--- src/rtl/xld_pkg.sv ---
package xld_pkg;
  localparam int ADDR_W = 32;
  localparam int WORD_W = 32;
  localparam int IDX_W  = 4;
  localparam logic [IDX_W-1:0] PC_IDX = 4'd15;
  localparam logic [IDX_W-1:0] LR_IDX = 4'd14;

  typedef struct packed {
    logic             match;
    logic             unpred;
    logic [IDX_W-1:0] rn;
    logic [IDX_W-1:0] rt;
    logic [IDX_W-1:0] rt2;
  } xldDecode_t;

  typedef struct packed {
    logic capture;
    logic latchRsp;
  } ctlStrobe_t;

  function automatic xldDecode_t decodeWord(input logic [31:0] w, input logic hwMode);
    xldDecode_t d;
    d.rn = w[19:16];
    d.rt = w[15:12];
    if (!hwMode) begin
      d.rt2    = w[15:12] + 4'd1;
      d.match  = (w[27:20] == 8'h1B) && (w[11:0] == 12'hE9F) && (w[31:28] != 4'hF);
      d.unpred = w[12] || (w[15:12] == LR_IDX) || (w[19:16] == PC_IDX);
    end else begin
      d.rt2    = w[11:8];
      d.match  = (w[31:20] == 12'hE8D) && (w[7:0] == 8'hFF);
      d.unpred = (w[15:12] == PC_IDX) || (w[11:8] == PC_IDX) ||
                 (w[19:16] == PC_IDX) || (w[15:12] == w[11:8]);
    end
    return d;
  endfunction
endpackage

--- src/rtl/xld_control.sv ---
module xld_control
  import xld_pkg::*;
(
  input  logic       clk,
  input  logic       rstN,
  input  logic       issueValid,
  input  logic       condPass,
  input  xldDecode_t dec,
  input  logic       memReqReady,
  input  logic       memRspValid,
  output ctlStrobe_t strobe,
  output logic       memReqValid,
  output logic       acquireHold,
  output logic       wbEn,
  output logic       done,
  output logic       undefInstr,
  output logic       busy
);
  typedef enum logic [2:0] {S_IDLE, S_REQ, S_WAIT, S_WB, S_FIN} state_t;
  state_t state;
  logic   undefReg;
  logic   accept;
  logic   badDecode;

  assign accept          = issueValid && (state == S_IDLE);
  assign badDecode       = !dec.match || dec.unpred;
  assign strobe.capture  = accept && !badDecode && condPass;
  assign strobe.latchRsp = (state == S_WAIT) && memRspValid;

  always_ff @(posedge clk or negedge rstN) begin
    if (!rstN) begin
      state    <= S_IDLE;
      undefReg <= 1'b0;
    end else begin
      unique case (state)
        S_IDLE: if (accept) begin
          undefReg <= badDecode;
          state    <= strobe.capture ? S_REQ : S_FIN;
        end
        S_REQ:  if (memReqReady) state <= S_WAIT;
        S_WAIT: if (memRspValid) state <= S_WB;
        S_WB:   state <= S_FIN;
        default: begin
          state    <= S_IDLE;
          undefReg <= 1'b0;
        end
      endcase
    end
  end

  assign memReqValid = (state == S_REQ);
  assign acquireHold = (state == S_REQ) || (state == S_WAIT);
  assign wbEn        = (state == S_WB);
  assign done        = (state == S_FIN);
  assign undefInstr  = (state == S_FIN) && undefReg;
  assign busy        = (state != S_IDLE);

  p_req_held_r6: assert property (@(posedge clk) disable iff (!rstN)
    memReqValid && !memReqReady |=> memReqValid);
  p_wb_then_done_r10: assert property (@(posedge clk) disable iff (!rstN)
    wbEn |=> done && !wbEn);
  p_acq_drop_r11: assert property (@(posedge clk) disable iff (!rstN)
    $fell(acquireHold) |-> wbEn);
endmodule

--- src/rtl/xld_datapath.sv ---
module xld_datapath
  import xld_pkg::*;
(
  input  logic                clk,
  input  logic                rstN,
  input  ctlStrobe_t          strobe,
  input  xldDecode_t          dec,
  input  logic [ADDR_W-1:0]   baseVal,
  input  logic                bigEndian,
  input  logic                sharedAttr,
  input  logic [2*WORD_W-1:0] memRspData,
  input  logic                lmonClear,
  output logic [ADDR_W-1:0]   memAddr,
  output logic                gmonMarkValid,
  output logic [ADDR_W-1:0]   gmonMarkAddr,
  output logic                lmonValid,
  output logic [ADDR_W-1:0]   lmonAddr,
  output logic [IDX_W-1:0]    wbIdxA,
  output logic [WORD_W-1:0]   wbDataA,
  output logic [IDX_W-1:0]    wbIdxB,
  output logic [WORD_W-1:0]   wbDataB
);
  logic [ADDR_W-1:0] addrReg;
  logic [IDX_W-1:0]  rtReg, rt2Reg;
  logic              bigReg;
  logic [WORD_W-1:0] loWord, hiWord;

  always_ff @(posedge clk or negedge rstN) begin
    if (!rstN) begin
      addrReg       <= '0;
      rtReg         <= '0;
      rt2Reg        <= '0;
      bigReg        <= 1'b0;
      gmonMarkValid <= 1'b0;
      loWord        <= '0;
      hiWord        <= '0;
    end else begin
      gmonMarkValid <= strobe.capture && sharedAttr;
      if (strobe.capture) begin
        addrReg <= baseVal;
        rtReg   <= dec.rt;
        rt2Reg  <= dec.rt2;
        bigReg  <= bigEndian;
      end
      if (strobe.latchRsp) begin
        loWord <= memRspData[WORD_W-1:0];
        hiWord <= memRspData[2*WORD_W-1:WORD_W];
      end
    end
  end

  always_ff @(posedge clk or negedge rstN) begin
    if (!rstN) begin
      lmonValid <= 1'b0;
      lmonAddr  <= '0;
    end else if (strobe.capture) begin
      lmonValid <= 1'b1;
      lmonAddr  <= baseVal;
    end else if (lmonClear) begin
      lmonValid <= 1'b0;
    end
  end

  assign memAddr      = addrReg;
  assign gmonMarkAddr = addrReg;
  assign wbIdxA       = rtReg;
  assign wbIdxB       = rt2Reg;
  assign wbDataA      = bigReg ? hiWord : loWord;
  assign wbDataB      = bigReg ? loWord : hiWord;

  p_gmon_tag_r8: assert property (@(posedge clk) disable iff (!rstN)
    gmonMarkValid |-> lmonValid && (lmonAddr == gmonMarkAddr));
  p_mon_clear_r7: assert property (@(posedge clk) disable iff (!rstN)
    lmonClear && !strobe.capture |=> !lmonValid);
endmodule

--- src/rtl/xld_unit.sv ---
module xld_unit
  import xld_pkg::*;
(
  input  logic                clk,
  input  logic                rstN,
  input  logic                issueValid,
  input  logic [31:0]         instrWord,
  input  logic                halfwordMode,
  input  logic                condPass,
  input  logic                bigEndian,
  input  logic                sharedAttr,
  output logic [IDX_W-1:0]    baseIdx,
  input  logic [ADDR_W-1:0]   baseVal,
  output logic                memReqValid,
  input  logic                memReqReady,
  output logic [ADDR_W-1:0]   memAddr,
  input  logic                memRspValid,
  input  logic [2*WORD_W-1:0] memRspData,
  output logic                acquireHold,
  output logic                gmonMarkValid,
  output logic [ADDR_W-1:0]   gmonMarkAddr,
  input  logic                lmonClear,
  output logic                lmonValid,
  output logic [ADDR_W-1:0]   lmonAddr,
  output logic                wbEn,
  output logic [IDX_W-1:0]    wbIdxA,
  output logic [WORD_W-1:0]   wbDataA,
  output logic [IDX_W-1:0]    wbIdxB,
  output logic [WORD_W-1:0]   wbDataB,
  output logic                undefInstr,
  output logic                done,
  output logic                busy
);
  xldDecode_t dec;
  ctlStrobe_t strobe;

  assign dec     = decodeWord(instrWord, halfwordMode);
  assign baseIdx = dec.rn;

  xld_control i_ctl (
    .clk(clk), .rstN(rstN), .issueValid(issueValid), .condPass(condPass),
    .dec(dec), .memReqReady(memReqReady), .memRspValid(memRspValid),
    .strobe(strobe), .memReqValid(memReqValid), .acquireHold(acquireHold),
    .wbEn(wbEn), .done(done), .undefInstr(undefInstr), .busy(busy)
  );

  xld_datapath i_dp (
    .clk(clk), .rstN(rstN), .strobe(strobe), .dec(dec), .baseVal(baseVal),
    .bigEndian(bigEndian), .sharedAttr(sharedAttr), .memRspData(memRspData),
    .lmonClear(lmonClear), .memAddr(memAddr), .gmonMarkValid(gmonMarkValid),
    .gmonMarkAddr(gmonMarkAddr), .lmonValid(lmonValid), .lmonAddr(lmonAddr),
    .wbIdxA(wbIdxA), .wbDataA(wbDataA), .wbIdxB(wbIdxB), .wbDataB(wbDataB)
  );

  p_addr_steady_r6: assert property (@(posedge clk) disable iff (!rstN)
    memReqValid && !memReqReady |=> $stable(memAddr));
  p_undef_quiet_r3: assert property (@(posedge clk) disable iff (!rstN)
    undefInstr |-> !wbEn && !memReqValid && !gmonMarkValid);
endmodule

--- config.mk ---
export PLATFORM = sky130hd
export DESIGN_NAME = xld_unit
export DESIGN_NICKNAME = d
export VERILOG_FILES = /design/src/rtl/xld_pkg.sv /design/src/rtl/xld_control.sv /design/src/rtl/xld_datapath.sv /design/src/rtl/xld_unit.sv
export SDC_FILE = /design/constraint.sdc
export NUM_CORES = 1
export LEC_CHECK = 0
export ABC_AREA = 0
export ABC_CLOCK_PERIOD_IN_PS = 2450
export BUFFER_PORTS_ARGS = -buffer_cell sky130_fd_sc_hd__buf_2
export CAP_MARGIN = 20
export CORE_UTILIZATION = 40
export CTS_CLUSTER_DIAMETER = 200
export DETAILED_ROUTE_END_ITERATION = 16
export GPL_TIMING_DRIVEN = 0
export PLACE_DENSITY = 0.82
export SYNTH_ARGS = -nofsm -noshare
export SYNTH_HDL_FRONTEND = slang
export SYNTH_SLANG_ARGS = --single-unit
--- constraint.sdc ---
create_clock -name clk -period 2.45 [get_ports clk]
set_input_delay 0.1225 -clock clk [delete_from_list [all_inputs] [get_ports clk]]
set_output_delay 0.1225 -clock clk [all_outputs]
set_load 0.01 [all_outputs]
==> out/results.ini, run 1 <==
[placed_design]
place_ws_ns = 0.143
place_congestion = 0.828
port_buffers = 316
dp_hpwl_um = 12100
dp_cells = 947

[worst_hold_path]
hold_path_end = i_dp.loWord[20]
hold_path_startpoint = memRspData[20]
hold_class = in -> reg
whs_path_depth = 2

[critical_path]
cp.required_ns = 2.33
worstSetupPathType = reg -> out
ff2ff_setup_slack_ns = 0.28
r2r-end = i_dp.hiWord[1]
path_max_fanout = 10
r2r_cells = 5
startpoint_type = flop
worstReg2RegStart = i_ctl.state[0]
end_kind = primary output
critPathArrivalTime_ns = 2.28

[cells_and_area]
layout.nets = 1005
layout_common_cells = buf_2 (322), mux2_2 (130), dfrtp_1 (111), dlygate4sd3_1 (91), buf_4 (68)
post-route-util_pct = 62.2
synthToLayoutAreaGrowth_pct = 51.2
diodes = 0
fin_cells = 1054
final_common_cell = buf_2
drive_gt1_share_pct = 67.5

[flow_run]
drv_cap = 0

[sta]
timing.final.max_slew_violations = 0
hold_viol = 0
setup_ws_ns = 0.0489
worstMarginPinSlew_ns = 0.736
fin_crit_ns = 2.40
rsz0062_at_grt = true
fmax_mhz = 416
relSlewSlack_pct = 51.0
fin_crit_sh_pct = 98.0
setup_viol = 0
fin_skew_ns = 0.00773

[global_routing]
grt_max_degree = 69
grt_pass1_wl_um = 28100
antenna_found_initial = 0
track_usage_pct = 22.7
grt_pass1_vias = 5337
grt_overflow = 0

[routing]
vias = 5100
ant_nets = 0
dr.pass1.iters = 4
drt_iter0_drc = 124
wire_per_inst_um = 16.6
routed_wl_um = 17500
post_drt_via_cell_ratio = 4.84
remaining_drc_errors = 0

[cts]
clock-sinks = 111
cts_tree = yes
clk_latency_ns = 0.35
htreeDepth = 3
cts-buffers-inserted = 9
clkSlewWorstSetupHoldPaths_ns = 0.08
root_buffer = clkbuf_16
clock_path_buffers = 2
post_cts_buffers = 0

[pwr]
power_mw = 3.95
ir_drop_mv = 0.308
p_leak_nw = 5.06
power_density_nw_per_um2 = 437

[synthesis]
yosysUniqueCellTypes = 41
syn_avg_cell_area_um2 = 13.4
synth_top_area_share_pct = 46.5
synth.ff_latch_count = 111
synth-edff-count = 0
synth.largest_area_cell = dfrtp_1
ys_warn_count = 0
async_flop_share_pct = 100
syn-cell-area_um2 = 5970
synth_cells = 446
synth_ff_type = dfrtp_1
synth.area.top_cells = dfrtp_1 (47%), mux2_2 (25%), mux2_4 (9.8%)
syn_nets = 586
seq_area_frac_synth_pct = 46.5

[floorplanning]
die_h_um = 124
start_util_pct = 41.1
fp.dieW_um = 124
rows = 44
pin_count = 318
core_area_um2 = 14500
fp.dieArea_um2 = 15400

[outcome]
status = complete, no violations

[registers in the layout (all words and copies together), names as in the netlist]
| signal | cells |
|---|---|
| i_dp.gmonMarkAddr | 32 |
| i_dp.hiWord | 32 |
| i_dp.loWord | 32 |
| i_dp.wbIdxA | 4 |
| i_dp.wbIdxB | 4 |
| i_ctl.state | 3 |
| i_ctl.undefReg | 1 |
| i_dp.bigReg | 1 |
| i_dp.gmonMarkValid | 1 |
| i_dp.lmonValid | 1 |
[critical path, cell delays in order (launching register included)]
cell and delay [ns]:
dfrtp_1 0.34, clkbuf_1 0.44, clkbuf_1 0.57, mux2_2 0.42, buf_2 0.15
[repair_timing]
action	4_1_cts	5_1_grt
pin swaps	0	0
endpoints found under the setup margin	2	94
endpoints found under the hold margin	130	3
gates resized for setup	1	4
hold buffers	88	3
cloned	0	0
[area by class of cell]
type	count	area (um^2)
fill	1121	5500
sequential	111	2780
multi-input combinational	242	2560
timing repair buffer	408	2530
buffer	90	634
clock buffer	10	239
tap	184	230
clock inverter	6	57.6
inverter	3	11.3
[synth_stat cells (all sizes together) (2+ instances only)]
library cell    n
a21oi           4
and4            2
buf            79
clkbuf         11
dfrtp         111
ha              2
inv             3
mux2          169
nand2          11
nand2b          3
nand3           6
nand4           5
nor2            3
nor3            2
nor3b           3
nor4b           2
o21ai           5
or3             2
xnor2           5
[cell families (layout without fill, tap and decap cells)]
| group | after synthesis | count (layout) | synth area share [%] |
|---|---|---|---|
| compound gates | 18 | 18 | 2.33 |
| xor+xnor | 6 | 6 | 0.880 |
| fa+ha+maj | 2 | 2 | 0.419 |
| buf+inv | 93 | 517 | 10.8 |
| flops | 111 | 111 | 46.5 |
| mux | 170 | 170 | 34.5 |
| simple gates | 46 | 46 | 4.63 |
[through the flow]
step	setup TNS (ns)	hold slack [ns]	cell area [um^2]
floorplan	0	-0.173	5970
CTS	0	0.000564	9000
global route	-2.50	0.00131	9030
detailed placement	0	0.0665	7820
global placement	-10.28	0.326	7780
finish	0	0.0127	9030
[worst max-delay path by stage]
stage	end	startpoint	depth (start not counted)	slack [ns]
floorplan	i_dp.bigReg	i_ctl.state[1]	7	0.46
global placement	i_dp.lmonValid	rstN	1	-0.1
detailed placement	i_dp.gmonMarkAddr[3]	i_ctl.state[1]	7	0.14
CTS	wbDataA[22]	i_dp.bigReg	4	0.01
global route	wbDataB[24]	i_dp.bigReg	4	-0.1
finish	wbDataB[8]	i_dp.bigReg	4	0.05
[routing by layer]
layer	up-vias	GRT usage, %	wire length (um)
li1	2358	-	-
met1	2470	25.9	6800
met5	-	0	0
met4	0	8.86	535
met3	46	4.74	1040
met2	226	41.3	9150
[power by group]
part           internal, mW  switching [mW]  leakage (nW)  total, mW
combinational         0.323           0.221          3.44      0.544
sequential             1.89          0.0417          1.48       1.93
clock                 0.747           0.732         0.148       1.48
total                  2.96           0.995          5.06       3.95
Power figures use the tool's default switching activity.
==> run 2, diff against run 1 <==
PLACE_DENSITY = 0.8   (was 0.82)
==> out/results.ini, run 2 (synthesized netlist as in run 1, its figures left out) <==
[outcome]
status = complete, no violations

[cells_and_area]
post-route-util_pct = 61.3  ; -0.86 points
design_area_um2 = 8910  ; -1.4%
synthToLayoutAreaGrowth_pct = 49.1
final_common_cell = buf_2
drive_gt1_share_pct = 68.5  ; +1.1 points
diodes = 0  ; unchanged
layout.nets = 994  ; -1.1%
layout_common_cells = buf_2 (322), mux2_2 (130), dfrtp_1 (111), dlygate4sd3_1 (80), buf_4 (69)

[flow_run]
drv_cap = 0  ; unchanged

[routing]
ant_nets = 0  ; unchanged
routed_wl_um = 16700  ; -4.7%
remaining_drc_errors = 0  ; unchanged
dr.pass1.iters = 4  ; unchanged
post_drt_via_cell_ratio = 4.79  ; -1.1%
wire_per_inst_um = 16.0  ; -3.6%
drt_iter0_drc = 198  ; +60%
vias = 4986  ; -2.2%

[sta]
fmax_mhz = 431  ; +3.5%
setup_viol = 0  ; unchanged
setup_ws_ns = 0.130  ; +0.0816 ns
timing.final.max_slew_violations = 0  ; unchanged
rsz0062_at_grt = false
worstMarginPinSlew_ns = 0.635  ; -0.101 ns
fin_crit_ns = 2.32  ; -0.0816 ns
hold_viol = 0  ; unchanged
fin_crit_sh_pct = 94.7  ; -3.3 points
fin_skew_ns = 0.0106  ; +0.00285 ns
relSlewSlack_pct = 57.7  ; +6.7 points

[placed_design]
dp_hpwl_um = 11500  ; -4.9%
place_ws_ns = 0.139  ; -0.00409 ns
place_congestion = 0.768  ; -7.3%
place_area_um2 = 7820  ; about the same
port_buffers = 316  ; unchanged

[critical_path]
worstSetupPathType = reg -> reg
path_buf_inv = 2  ; -1
path_max_fanout = 10  ; unchanged
cp.required_ns = 2.68  ; +0.35 ns
cp.depth = 5  ; +1
critPathTopFamily = buffers and inverters
cpPeakStageDelay_ns = 0.49  ; -0.08 ns
r2r_cells = 5  ; unchanged
crit_chain = nand2b_1 -> nor3b_1 -> clkbuf_1 -> buf_2 -> mux2_2
critPathArrivalTime_ns = 2.55  ; +0.27 ns
crit_slowest_cell = clkbuf_1
end_kind = flop
startpoint_type = flop

[global_routing]
grt_overflow = 0  ; unchanged
antenna_found_initial = 0  ; unchanged
track_usage_pct = 21.8  ; -0.91 points
grt_max_degree = 68  ; -1.4%
grt_pass1_vias = 5154  ; -3.4%
grt_pass1_wl_um = 26800  ; -4.5%

[floorplanning]
die_h_um = 124  ; unchanged
fp.dieArea_um2 = 15400  ; unchanged
fp.dieW_um = 124  ; unchanged
rows = 44  ; unchanged
pin_count = 318  ; unchanged
start_util_pct = 41.1  ; unchanged
core_area_um2 = 14500  ; unchanged

[cts]
clk_latency_ns = 0.35  ; about the same
cts-buffers-inserted = 9  ; unchanged
cts_tree = yes
clock-sinks = 111  ; unchanged
clock_path_buffers = 2  ; unchanged
root_buffer = clkbuf_16
clkSlewWorstSetupHoldPaths_ns = 0.08  ; about the same
htreeDepth = 3  ; unchanged

[pwr]
ir_drop_mv = 0.296  ; -3.7%
power_density_nw_per_um2 = 434  ; -0.83%
p_leak_nw = 5.01  ; -0.97%

[worst_hold_path]
whs_path_depth = 2  ; unchanged
hold_class = in -> reg

run 2: power by group:
part / internal (mW) / switching, mW / total [mW]
clock: 0.730 / 0.682 / 1.41
sequential: 1.89 / 0.0409 / 1.93
combinational: 0.311 / 0.214 / 0.525
total: 2.93 / 0.937 / 3.87
run 2: final timing paths:
check                                     from               to  slack [ns]
worst max-delay path            i_ctl.state[0]  i_dp.hiWord[23]        0.13
worst min-delay path            memRspData[40]   i_dp.hiWord[8]        0.01
worst max register to register  i_ctl.state[0]  i_dp.hiWord[23]        0.13
worst min register to register  i_dp.wbIdxB[2]   i_dp.wbIdxB[2]        0.52
max in group asynchronous                 rstN   i_dp.wbIdxA[3]        1.37
min in group asynchronous                 rstN  i_dp.loWord[27]        0.34
run 2: layout make-up:
class / count / area [um^2]
buffer: 90 / 638
clock buffer: 11 / 243
clock inverter: 4 / 38.8
fill: 1122 / 5630
inverter: 3 / 11.3
multi-input combinational: 242 / 2560
sequential: 111 / 2780
tap: 184 / 230
timing repair buffer: 397 / 2410
run 2: metrics by stage:
| stage | cells | power, mW | setup TNS, ns | hold WS, ns |
|---|---|---|---|---|
| after detailed placement | 947 | 2.38 | 0 | 0.176 |
| after CTS | 1042 | 3.90 | 0 | 0.000343 |
| after global routing | 1042 | 4.02 | 0 | 0.000343 |
| after global placement | 946 | 2.36 | -7.44 | 0.325 |
| final | 1042 | 3.87 | 0 | 0.0124 |
| after floorplan | 446 | 2.13 | 0 | -0.173 |
run 2: metal layers:
layer | part of all wire, % | GRT usage [%] | wire length, um
met1 | 40 | 25.4 | 6730
met3 | 4.6 | 3.58 | 765
met5 | 0 | 0 | 0
met4 | 4.4 | 12.5 | 736
met2 | 51 | 38.0 | 8460
run 2: timing repair:
item | 4_1_cts | 5_1_grt
endpoints found under the hold margin | 123 | 0
setup buffers | 0 | 0
gates resized for setup | 1 | 9
gates cloned | 0 | 0
endpoints found under the setup margin | 10 | 55
hold buffers | 80 | 0
==> run 3, diff against run 2 <==
ABC_CLOCK_PERIOD_IN_PS = 2600   (was 2450)
clock period = 2.6 ns   (was 2.45 ns; I/O delays follow)
==> out/results.ini, run 3 (synthesized netlist as in run 1, its figures left out) <==
[outcome]
status = complete, no violations

[sta]
fin_skew_ns = 0.0112  ; +0.000618 ns
fin_crit_sh_pct = 95.5
fmax_mhz = 403
fin_crit_ns = 2.48
hold_viol = 0  ; unchanged
timing.final.max_slew_violations = 0  ; unchanged
rsz0062_at_grt = false
relSlewSlack_pct = 48.7  ; -9.0 points
setup_viol = 0  ; unchanged
final.setup.tns_ns = 0  ; unchanged
worstMarginPinSlew_ns = 0.770  ; +0.135 ns

[floorplanning]
fp.dieArea_um2 = 15400  ; unchanged
pin_count = 318  ; unchanged
die_h_um = 124  ; unchanged
rows = 44  ; unchanged
core_area_um2 = 14500  ; unchanged
start_util_pct = 41.1  ; unchanged
fp.dieW_um = 124  ; unchanged

[pwr]
ir_drop_mv = 0.277  ; -6.7%
power_density_nw_per_um2 = 415  ; -4.3%
p_leak_nw = 4.91  ; -2.0%
power_mw = 3.62  ; -6.5%

[flow_run]
drv_cap = 0  ; unchanged

[cts]
clk_latency_ns = 0.35  ; about the same
cts_tree = yes
cts-buffers-inserted = 9  ; unchanged
clock_path_buffers = 2  ; unchanged
post_cts_buffers = 0  ; unchanged
htreeDepth = 3  ; unchanged
clkSlewWorstSetupHoldPaths_ns = 0.07  ; about the same
clock-sinks = 111  ; unchanged
root_buffer = clkbuf_16

[global_routing]
grt_pass1_vias = 4979  ; -3.4%
grt_overflow = 0  ; unchanged
antenna_found_initial = 0  ; unchanged
grt_max_degree = 68  ; unchanged
grt_pass1_wl_um = 26400  ; -1.7%
track_usage_pct = 21.5  ; -0.37 points

[cells_and_area]
layout_common_cells = buf_2 (322), mux2_2 (130), dfrtp_1 (111), buf_4 (69), dlygate4sd3_1 (61)
diodes = 0  ; unchanged
drive_gt1_share_pct = 69.4  ; +0.84 points
layout.nets = 975  ; -1.9%
synthToLayoutAreaGrowth_pct = 45.8
final_common_cell = buf_2

[critical_path]
path_max_fanout = 10  ; unchanged
startpoint_type = flop
worstSetupPathType = reg -> out
r2r_cells = 7  ; +2
critPathArrivalTime_ns = 2.35  ; -0.20 ns
end_kind = primary output
cp.required_ns = 2.47  ; -0.21 ns

[routing]
ant_nets = 0  ; unchanged
vias = 4895  ; -1.8%
remaining_drc_errors = 0  ; unchanged
routed_wl_um = 16400  ; -1.8%
dr.pass1.iters = 4  ; unchanged
drt_iter0_drc = 202  ; +2.0%
post_drt_via_cell_ratio = 4.78  ; about the same
wire_per_inst_um = 16.0  ; about the same

[placed_design]
port_buffers = 316  ; unchanged
dp_hpwl_um = 11500  ; unchanged
place_congestion = 0.768  ; unchanged

[worst_hold_path]
whs_path_depth = 2  ; unchanged
hold_class = in -> reg

run 3: changes by cell type in the layout (fill, tap and decap cells not counted), sizes merged:
| cell | before | now |
|---|---|---|
| dlygate4sd3 | 80 | 61 |
| clkbuf | 22 | 21 |
| buf | 396 | 397 |
run 3: power by group:
| group | switching (mW) | leakage [nW] | internal (mW) |
|---|---|---|---|
| registers | 0.0386 | 1.48 | 1.78 |
| clock network | 0.640 | 0.136 | 0.688 |
| logic | 0.196 | 3.30 | 0.274 |
| total | 0.875 | 4.91 | 2.74 |
run 3: worst paths after layout:
check	slack (ns)	from	to
worst max-delay path	0.12	i_dp.bigReg	wbDataB[8]
worst min-delay path	0.02	memRspData[51]	i_dp.hiWord[19]
worst max register to register	0.26	i_ctl.state[1]	i_dp.gmonMarkAddr[25]
worst min register to register	0.52	i_dp.wbIdxB[2]	i_dp.wbIdxB[2]
max in group asynchronous	1.53	rstN	i_dp.wbIdxA[3]
min in group asynchronous	0.34	rstN	i_dp.loWord[27]
run 3: what timing repair did:
item,in CTS,in global routing
resized for setup,0,1
endpoints found under the setup margin,0,5
endpoints found under the hold margin,104,0
hold buffers,61,0
run 3: layer usage:
metal | global-route usage [%] | share of wire (%) | vias to the layer above
met4 | 10.6 | 3.5 | 0
li1 | - | - | 2293
met3 | 3.58 | 4.7 | 43
met5 | 0 | 0 | -
met2 | 37.6 | 51 | 204
met1 | 25.3 | 41 | 2355
run 3: worst max-delay path, cell delays in order, from the launching register on:
cell and delay (ns):
dfrtp_1 0.35, clkbuf_1 0.45, buf_1 0.65, mux2_2 0.42, buf_2 0.15
run 3: area by class of cell:
class,instances,area (um^2)
Buffer,90,632
Clock buffer,11,243
Clock inverter,4,38.8
Fill cell,1156,5830
Inverter,3,11.3
Multi-Input combinational cell,242,2550
Sequential cell,111,2780
Tap cell,184,230
Timing Repair Buffer,378,2220
run 3: metrics by stage:
stage | util (%) | instance area [um^2] | instances | setup WS [ns] | hold slack [ns]
final | 59.9 | 8710 | 1023 | 0.117 | 0.0170
after global routing | 59.9 | 8710 | 1023 | 0.00549 | 0.00591
after CTS | 59.9 | 8710 | 1023 | 0.105 | 0.000153
after detailed placement | 53.8 | 7820 | 947 | 0.289 | 0.184
after global placement | 53.6 | 7780 | 946 | 0.0653 | 0.333
after floorplan | - | 5970 | 446 | 0.608 | -0.166
